File: src/rtl/mesi_pkg.sv
package mesi_pkg;
    typedef enum logic [2:0] {
        ST_I      = 3'd0,
        ST_S      = 3'd1,
        ST_E      = 3'd2,
        ST_M      = 3'd3,
        ST_IS_REQ = 3'd4,
        ST_IS_SNP = 3'd5,
        ST_IM_REQ = 3'd6,
        ST_SM_REQ = 3'd7
    } ctl_state_e;

    localparam logic CMD_RD  = 1'b0;
    localparam logic CMD_RDX = 1'b1;

    localparam logic [1:0] VIS_I = 2'd0;
    localparam logic [1:0] VIS_S = 2'd1;
    localparam logic [1:0] VIS_E = 2'd2;
    localparam logic [1:0] VIS_M = 2'd3;
endpackage

File: src/rtl/mesi_snoop_resp.sv
module mesi_snoop_resp
    import mesi_pkg::*;
#(
    parameter bit CLEAN_SUPPLY = 1'b1
) (
    input  logic clk,
    input  logic rst_n,
    input  logic snp_hit,
    input  logic snp_cmd,
    input  logic holds_copy,
    input  logic is_dirty,
    input  logic snp_pri,
    output logic shr_out,
    output logic sup_out
);
    logic shr_d;
    logic sup_d;

    always_comb begin
        shr_d = snp_hit && holds_copy && (snp_cmd == CMD_RD);
        sup_d = snp_hit && (is_dirty || (CLEAN_SUPPLY && holds_copy && snp_pri));
    end

    always_ff @(posedge clk) begin
        if (!rst_n) begin
            shr_out <= 1'b0;
            sup_out <= 1'b0;
        end else begin
            shr_out <= shr_d;
            sup_out <= sup_d;
        end
    end

    // memory-only variant never lets a clean copy drive data
    a_r8_clean_silent: assert property (@(posedge clk) disable iff (!rst_n)
        (!CLEAN_SUPPLY && snp_hit && !is_dirty) |=> !sup_out);

    // a miss on the snoop port produces no response
    a_r11_no_hit_quiet: assert property (@(posedge clk) disable iff (!rst_n)
        !snp_hit |=> (!shr_out && !sup_out));
endmodule

File: src/rtl/mesi_line_ctrl.sv
module mesi_line_ctrl
    import mesi_pkg::*;
#(
    parameter bit CLEAN_SUPPLY = 1'b1
) (
    input  logic       clk,
    input  logic       rst_n,
    input  logic       cpu_rd,
    input  logic       cpu_wr,
    output logic       cpu_done,
    output logic       bus_req,
    output logic       bus_cmd,
    input  logic       bus_gnt,
    input  logic       snp_vld,
    input  logic       snp_cmd,
    input  logic       snp_match,
    input  logic       snp_pri,
    input  logic       shr_in,
    output logic       shr_out,
    output logic       sup_out,
    output logic [1:0] line_state
);
    ctl_state_e state_q;
    ctl_state_e state_d;
    logic       hit;
    logic       holds_copy;
    logic       is_dirty;

    assign hit        = snp_vld && snp_match;
    assign holds_copy = (state_q == ST_S) || (state_q == ST_E) ||
                        (state_q == ST_M) || (state_q == ST_SM_REQ);
    assign is_dirty   = (state_q == ST_M);

    always_ff @(posedge clk) begin
        if (!rst_n) state_q <= ST_I;
        else        state_q <= state_d;
    end

    always_comb begin
        state_d  = state_q;
        cpu_done = 1'b0;
        unique case (state_q)
            ST_I: begin
                if (!hit) begin
                    if (cpu_wr)      state_d = ST_IM_REQ;
                    else if (cpu_rd) state_d = ST_IS_REQ;
                end
            end
            ST_S: begin
                if (hit) begin
                    if (snp_cmd == CMD_RDX) state_d = ST_I;
                end else if (cpu_wr) begin
                    state_d = ST_SM_REQ;
                end else if (cpu_rd) begin
                    cpu_done = 1'b1;
                end
            end
            ST_E: begin
                if (hit) begin
                    state_d = (snp_cmd == CMD_RDX) ? ST_I : ST_S;
                end else if (cpu_wr) begin
                    state_d  = ST_M;
                    cpu_done = 1'b1;
                end else if (cpu_rd) begin
                    cpu_done = 1'b1;
                end
            end
            ST_M: begin
                if (hit) begin
                    state_d = (snp_cmd == CMD_RDX) ? ST_I : ST_S;
                end else if (cpu_wr || cpu_rd) begin
                    cpu_done = 1'b1;
                end
            end
            ST_IS_REQ: begin
                if (bus_gnt) state_d = ST_IS_SNP;
            end
            ST_IS_SNP: begin
                cpu_done = 1'b1;
                state_d  = shr_in ? ST_S : ST_E;
            end
            ST_IM_REQ: begin
                if (bus_gnt) begin
                    cpu_done = 1'b1;
                    state_d  = ST_M;
                end
            end
            ST_SM_REQ: begin
                if (bus_gnt) begin
                    cpu_done = 1'b1;
                    state_d  = ST_M;
                end else if (hit && snp_cmd == CMD_RDX) begin
                    state_d = ST_IM_REQ;
                end
            end
            default: state_d = ST_I;
        endcase
    end

    always_comb begin
        bus_req = (state_q == ST_IS_REQ) || (state_q == ST_IM_REQ) ||
                  (state_q == ST_SM_REQ);
        bus_cmd = (state_q == ST_IS_REQ) ? CMD_RD : CMD_RDX;
        unique case (state_q)
            ST_S, ST_SM_REQ: line_state = VIS_S;
            ST_E:            line_state = VIS_E;
            ST_M:            line_state = VIS_M;
            default:         line_state = VIS_I;
        endcase
    end

    mesi_snoop_resp #(.CLEAN_SUPPLY(CLEAN_SUPPLY)) u_resp (
        .clk        (clk),
        .rst_n      (rst_n),
        .snp_hit    (hit),
        .snp_cmd    (snp_cmd),
        .holds_copy (holds_copy),
        .is_dirty   (is_dirty),
        .snp_pri    (snp_pri),
        .shr_out    (shr_out),
        .sup_out    (sup_out)
    );

    // a snooped read against a held copy raises the shared line next cycle
    a_r3_share_answer: assert property (@(posedge clk) disable iff (!rst_n)
        (hit && snp_cmd == CMD_RD && holds_copy) |=> shr_out);

    // write on Exclusive is silent and lands in Modified
    a_r4_silent_write: assert property (@(posedge clk) disable iff (!rst_n)
        (state_q == ST_E && cpu_wr && !hit) |=> (line_state == VIS_M && !bus_req));

    // a bus request stays up with a steady command until granted
    a_r5_req_hold: assert property (@(posedge clk) disable iff (!rst_n)
        (bus_req && !bus_gnt) |=> (bus_req && $stable(bus_cmd)));

    // a dirty line flushes on any snoop hit
    a_r6_dirty_flush: assert property (@(posedge clk) disable iff (!rst_n)
        (state_q == ST_M && hit) |=> sup_out);

    // read-for-ownership drops a stable valid copy
    a_r7_rdx_drop: assert property (@(posedge clk) disable iff (!rst_n)
        (hit && snp_cmd == CMD_RDX && state_q inside {ST_S, ST_E, ST_M})
        |=> (line_state == VIS_I));

    // a snoop hit blocks completion of a processor request that cycle
    a_r10_snoop_first: assert property (@(posedge clk) disable iff (!rst_n)
        (hit && (cpu_rd || cpu_wr) && state_q inside {ST_I, ST_S, ST_E, ST_M})
        |-> !cpu_done);
endmodule

File: config.mk
export PLATFORM = sky130hd
export DESIGN_NAME = mesi_line_ctrl
export DESIGN_NICKNAME = d
export VERILOG_FILES = /design/src/rtl/mesi_pkg.sv /design/src/rtl/mesi_snoop_resp.sv /design/src/rtl/mesi_line_ctrl.sv
export SDC_FILE = /design/constraint.sdc
export NUM_CORES = 1
export LEC_CHECK = 0
export CORE_AREA = 5 5 42 44
export CTS_CLUSTER_SIZE = 24
export DETAILED_ROUTE_END_ITERATION = 7
export DIE_AREA = 0 0 47 49
export PLACE_DENSITY = 0.67
export SYNTH_ARGS = -nofsm -noshare
export SYNTH_HDL_FRONTEND = slang
export SYNTH_HIERARCHICAL = 1
export SYNTH_SLANG_ARGS = --single-unit
File: constraint.sdc
create_clock -name clk -period 2.3 [get_ports clk]
set_input_delay 0.46 -clock clk [delete_from_list [all_inputs] [get_ports clk]]
set_output_delay 0.46 -clock clk [all_outputs]
set_load 0.03 [all_outputs]
==> run_results.csv <==
group,metric,value,unit
sta,finClkSkew,0.00138,ns
sta,maxSlewViolCount,0,
final_layout,finalInstanceArea,693,sq um
sta,post-route-period-util,0.947,
routing,wl_met2,566,um
sta,maxSlewHeadroom,0.699,
routing,vias,526,
place,gp_congestion,0.851,
final_layout,drive_gt1_frac,0.198,
routing,top_layer,"met4",
synth,synth_cells,61,
final_layout,syn2layout_area_growth,43.9,%
setup_path,crit_path_end_kind,"output port",
synth,synth_xor_area_frac,0.0182,
routing,drt_first_pass_iters,4,
floorplanning,dieWidth,47,um
synth,synthDistinctLibCells,31,
power_and_ir_drop,p_per_area,984,mW/mm^2
setup_path,critical_path_required,1.84,ns
global_route,grt_pass1_vias,462,
synth,yosys.area_share.simple,0.265,
floorplanning,rows,14,
setup_path,slowest_delay,0.53,ns
synth,ys.warnings.count,6,
clocking,cts_setup_buffers,0,
power_and_ir_drop,pwr-share-clk,0.145,
setup_path,path_cells,"clkdlybuf4s50_1 > mux2_2 > a21oi_1 > a311oi_1 > buf_4",
clocking,clk_pin_slew_worst_paths,0.04,ns
power_and_ir_drop,seqPwrFrac,0.189,
floorplanning,io_pins,17,
global_route,overflow,0,
final_layout,diodes,0,
power_and_ir_drop,vdd_drop_max,0.576,mV
synth,synth_top_area_cell,"dfxtp_1",
synth,ys.flop_type,"dfxtp_1",
setup_path,cp_max_fo,4,
routing,wl_per_cell,12.1,um
clocking,clk_latency,0.24,ns
floorplanning,start_util,0.344,
setup_path,crit_path_start_kind,"primary input",
power_and_ir_drop,p_leak,0.000288,uW
routing,drc,0,
synth,yosysSeqAreaShare,0.208,
global_route,grt_pass1_wl,1.90,mm
routing,wl_met3,69,um
clocking,cts_tree,"done",
place,port_buffers,16,
power_and_ir_drop,combPwrFrac,0.666,
floorplanning,die_area,0.00230,sq mm
synth,syn-num-nets,71,
power_and_ir_drop,internal_power,376,uW
floorplanning,die_h,49,um
run,drv_cap,0,
global_route,antenna_found_initial,0,
synth,syn_area_per_cell,7.90,sq um
synth,yosys-top-cells-count,"a21oi_1 (6), nor2_1 (6), dfxtp_1 (5), nand2_1 (5), inv_1 (4)",
synth,synth.top_cell.area_share,0.208,
routing,ant_nets,0,
power_and_ir_drop,switching_share,0.449,
setup_path,crit_buf_inv,2,
synth,synthAdderAreaFrac,0,
routing,first_iter_violations,6,
place,dpl_cell_area,664,sq um
clocking,root_buffer,"clkbuf_4",
synth,synth-compound-area-share,0.332,
global_route,grt.total_usage,0.113,
synth,synth_edf_count,0,
clocking,cts_made_buffers,3,
status,status,"finished, final reports clean",
sta,tns,0,ns
clocking,clock_sinks,5,
routing,wirelength,1.17,mm
synth,async_flop_share,0,
sta,setup_violations,0,
final_layout,fin_nets,92,
sta,rsz0062_at_grt,"false",
setup_path,path_delay_family,"buffers and inverters",
power_and_ir_drop,p_sw,306,uW
synth,synth.area.top_cells,"dfxtp_1 (21%), a21oi_1 (6.2%), mux2i_1 (6.2%)",
sta,whs,0.584,ns
floorplanning,core,0.00140,sq mm
setup_path,worst_ep_arrival_time,1.72,ns
synth,syn_area,482,sq um
setup_path,crit_slowest_cell,"clkdlybuf4s50_1",
hold_path,hold_class,"reg -> reg",
synth,synth_top_family_by_area,"compound AO/OA/AOI/OAI gates",
synth,ys_ff_latch,5,
clocking,clockBufferDepth,2,
place,dp_hpwl,931,um
sta,min_period,2.18,ns
setup_path,worstSetupPathType,"in -> out",
global_route,grt_max_degree,15,
sta,finalHoldViolations,0,
sta,worst_pin_slew,0.439,ns
sta,max_freq,459,MHz
routing,avgViaCountPerCell,5.42,
clocking,htree_levels,1,
synth,synthMuxAreaShare,0.0857,
routing,met1_length,520,um
==> through the flow <==
stage	utilization	total power [uW]	cells	worst slack, ns
after floorplan	-	453	61	0.234
after global placement	0.474	585	93	0.148
after detailed placement	0.474	586	93	0.118
after CTS	0.493	693	97	0.0896
after global routing	0.495	739	97	0.0452
final	0.495	682	97	0.122
==> power by group through the flow <==
stage	Clock [uW]	Sequential, uW	Combinational [uW]
2_1_floorplan	0	128	324
3_3_place_gp	0	131	454
3_5_place_dp	0	131	455
4_1_cts	105	130	458
5_1_grt	116	132	491
6_report	99.2	129	454
==> layout by cell type (no fill, tap or decap), types with 2 or more instances in the layout <==
cell              n
dfxtp_1           5
nor3_1            2
mux2i_1           3
inv_1             4
buf_4             5
or3_1             2
o21ai_0           2
or2b_1            2
nor2_1            6
nand2_1           5
clkbuf_4          3
nand2b_1          2
clkdlybuf4s50_1  14
a21oi_1           6
==> cell families after synthesis <==
kind of cell,after synthesis
xor+xnor,1
compound gates,20
mux,4
buf+inv,9
simple gates,22
flops,5
==> timing repair <==
item | CTS | global route
setup endpoints to repair | 0 | 1
gates resized for setup | 0 | 1
hold buffers | 0 | 0
==> worst paths after layout <==
kind | depth (start not counted) | end | slack (ns) | start
setup reg to reg | 5 | state_q[0] | 0.61 | state_q[1]
hold reg to reg | 2 | state_q[1] | 0.58 | state_q[1]
hold / removal | 2 | state_q[1] | 0.58 | state_q[1]
setup / recovery | 5 | cpu_done | 0.12 | cpu_wr
==> state kept, by name, indices dropped and copies added, names as in the netlist <==
signal	count
u_resp/sup_out	1
state_q	3
u_resp/shr_out	1
==> layer usage <==
layer / track usage / vias to the layer above
li1: - / 263
met1: 0.131 / 244
met2: 0.158 / 17
met3: 0.0480 / 2
met4: 0.0783 / 0
met5: 0 / -
==> cell type report <==
type,count,area [sq um]
flip-flops and latches,5,100
multi-input cells,47,338
well taps,16,20.0
repair buffers,20,190
inverters,5,18.8
fillers,159,708
clock buffers,4,26.3
==> tightest hold or removal path, stage by stage (launching register included) <==
cell and delay [ns]:
dfxtp_1 0.39, nand2_1 0.09, mux2i_1 0.06
(Power assumes the default switching activity.)
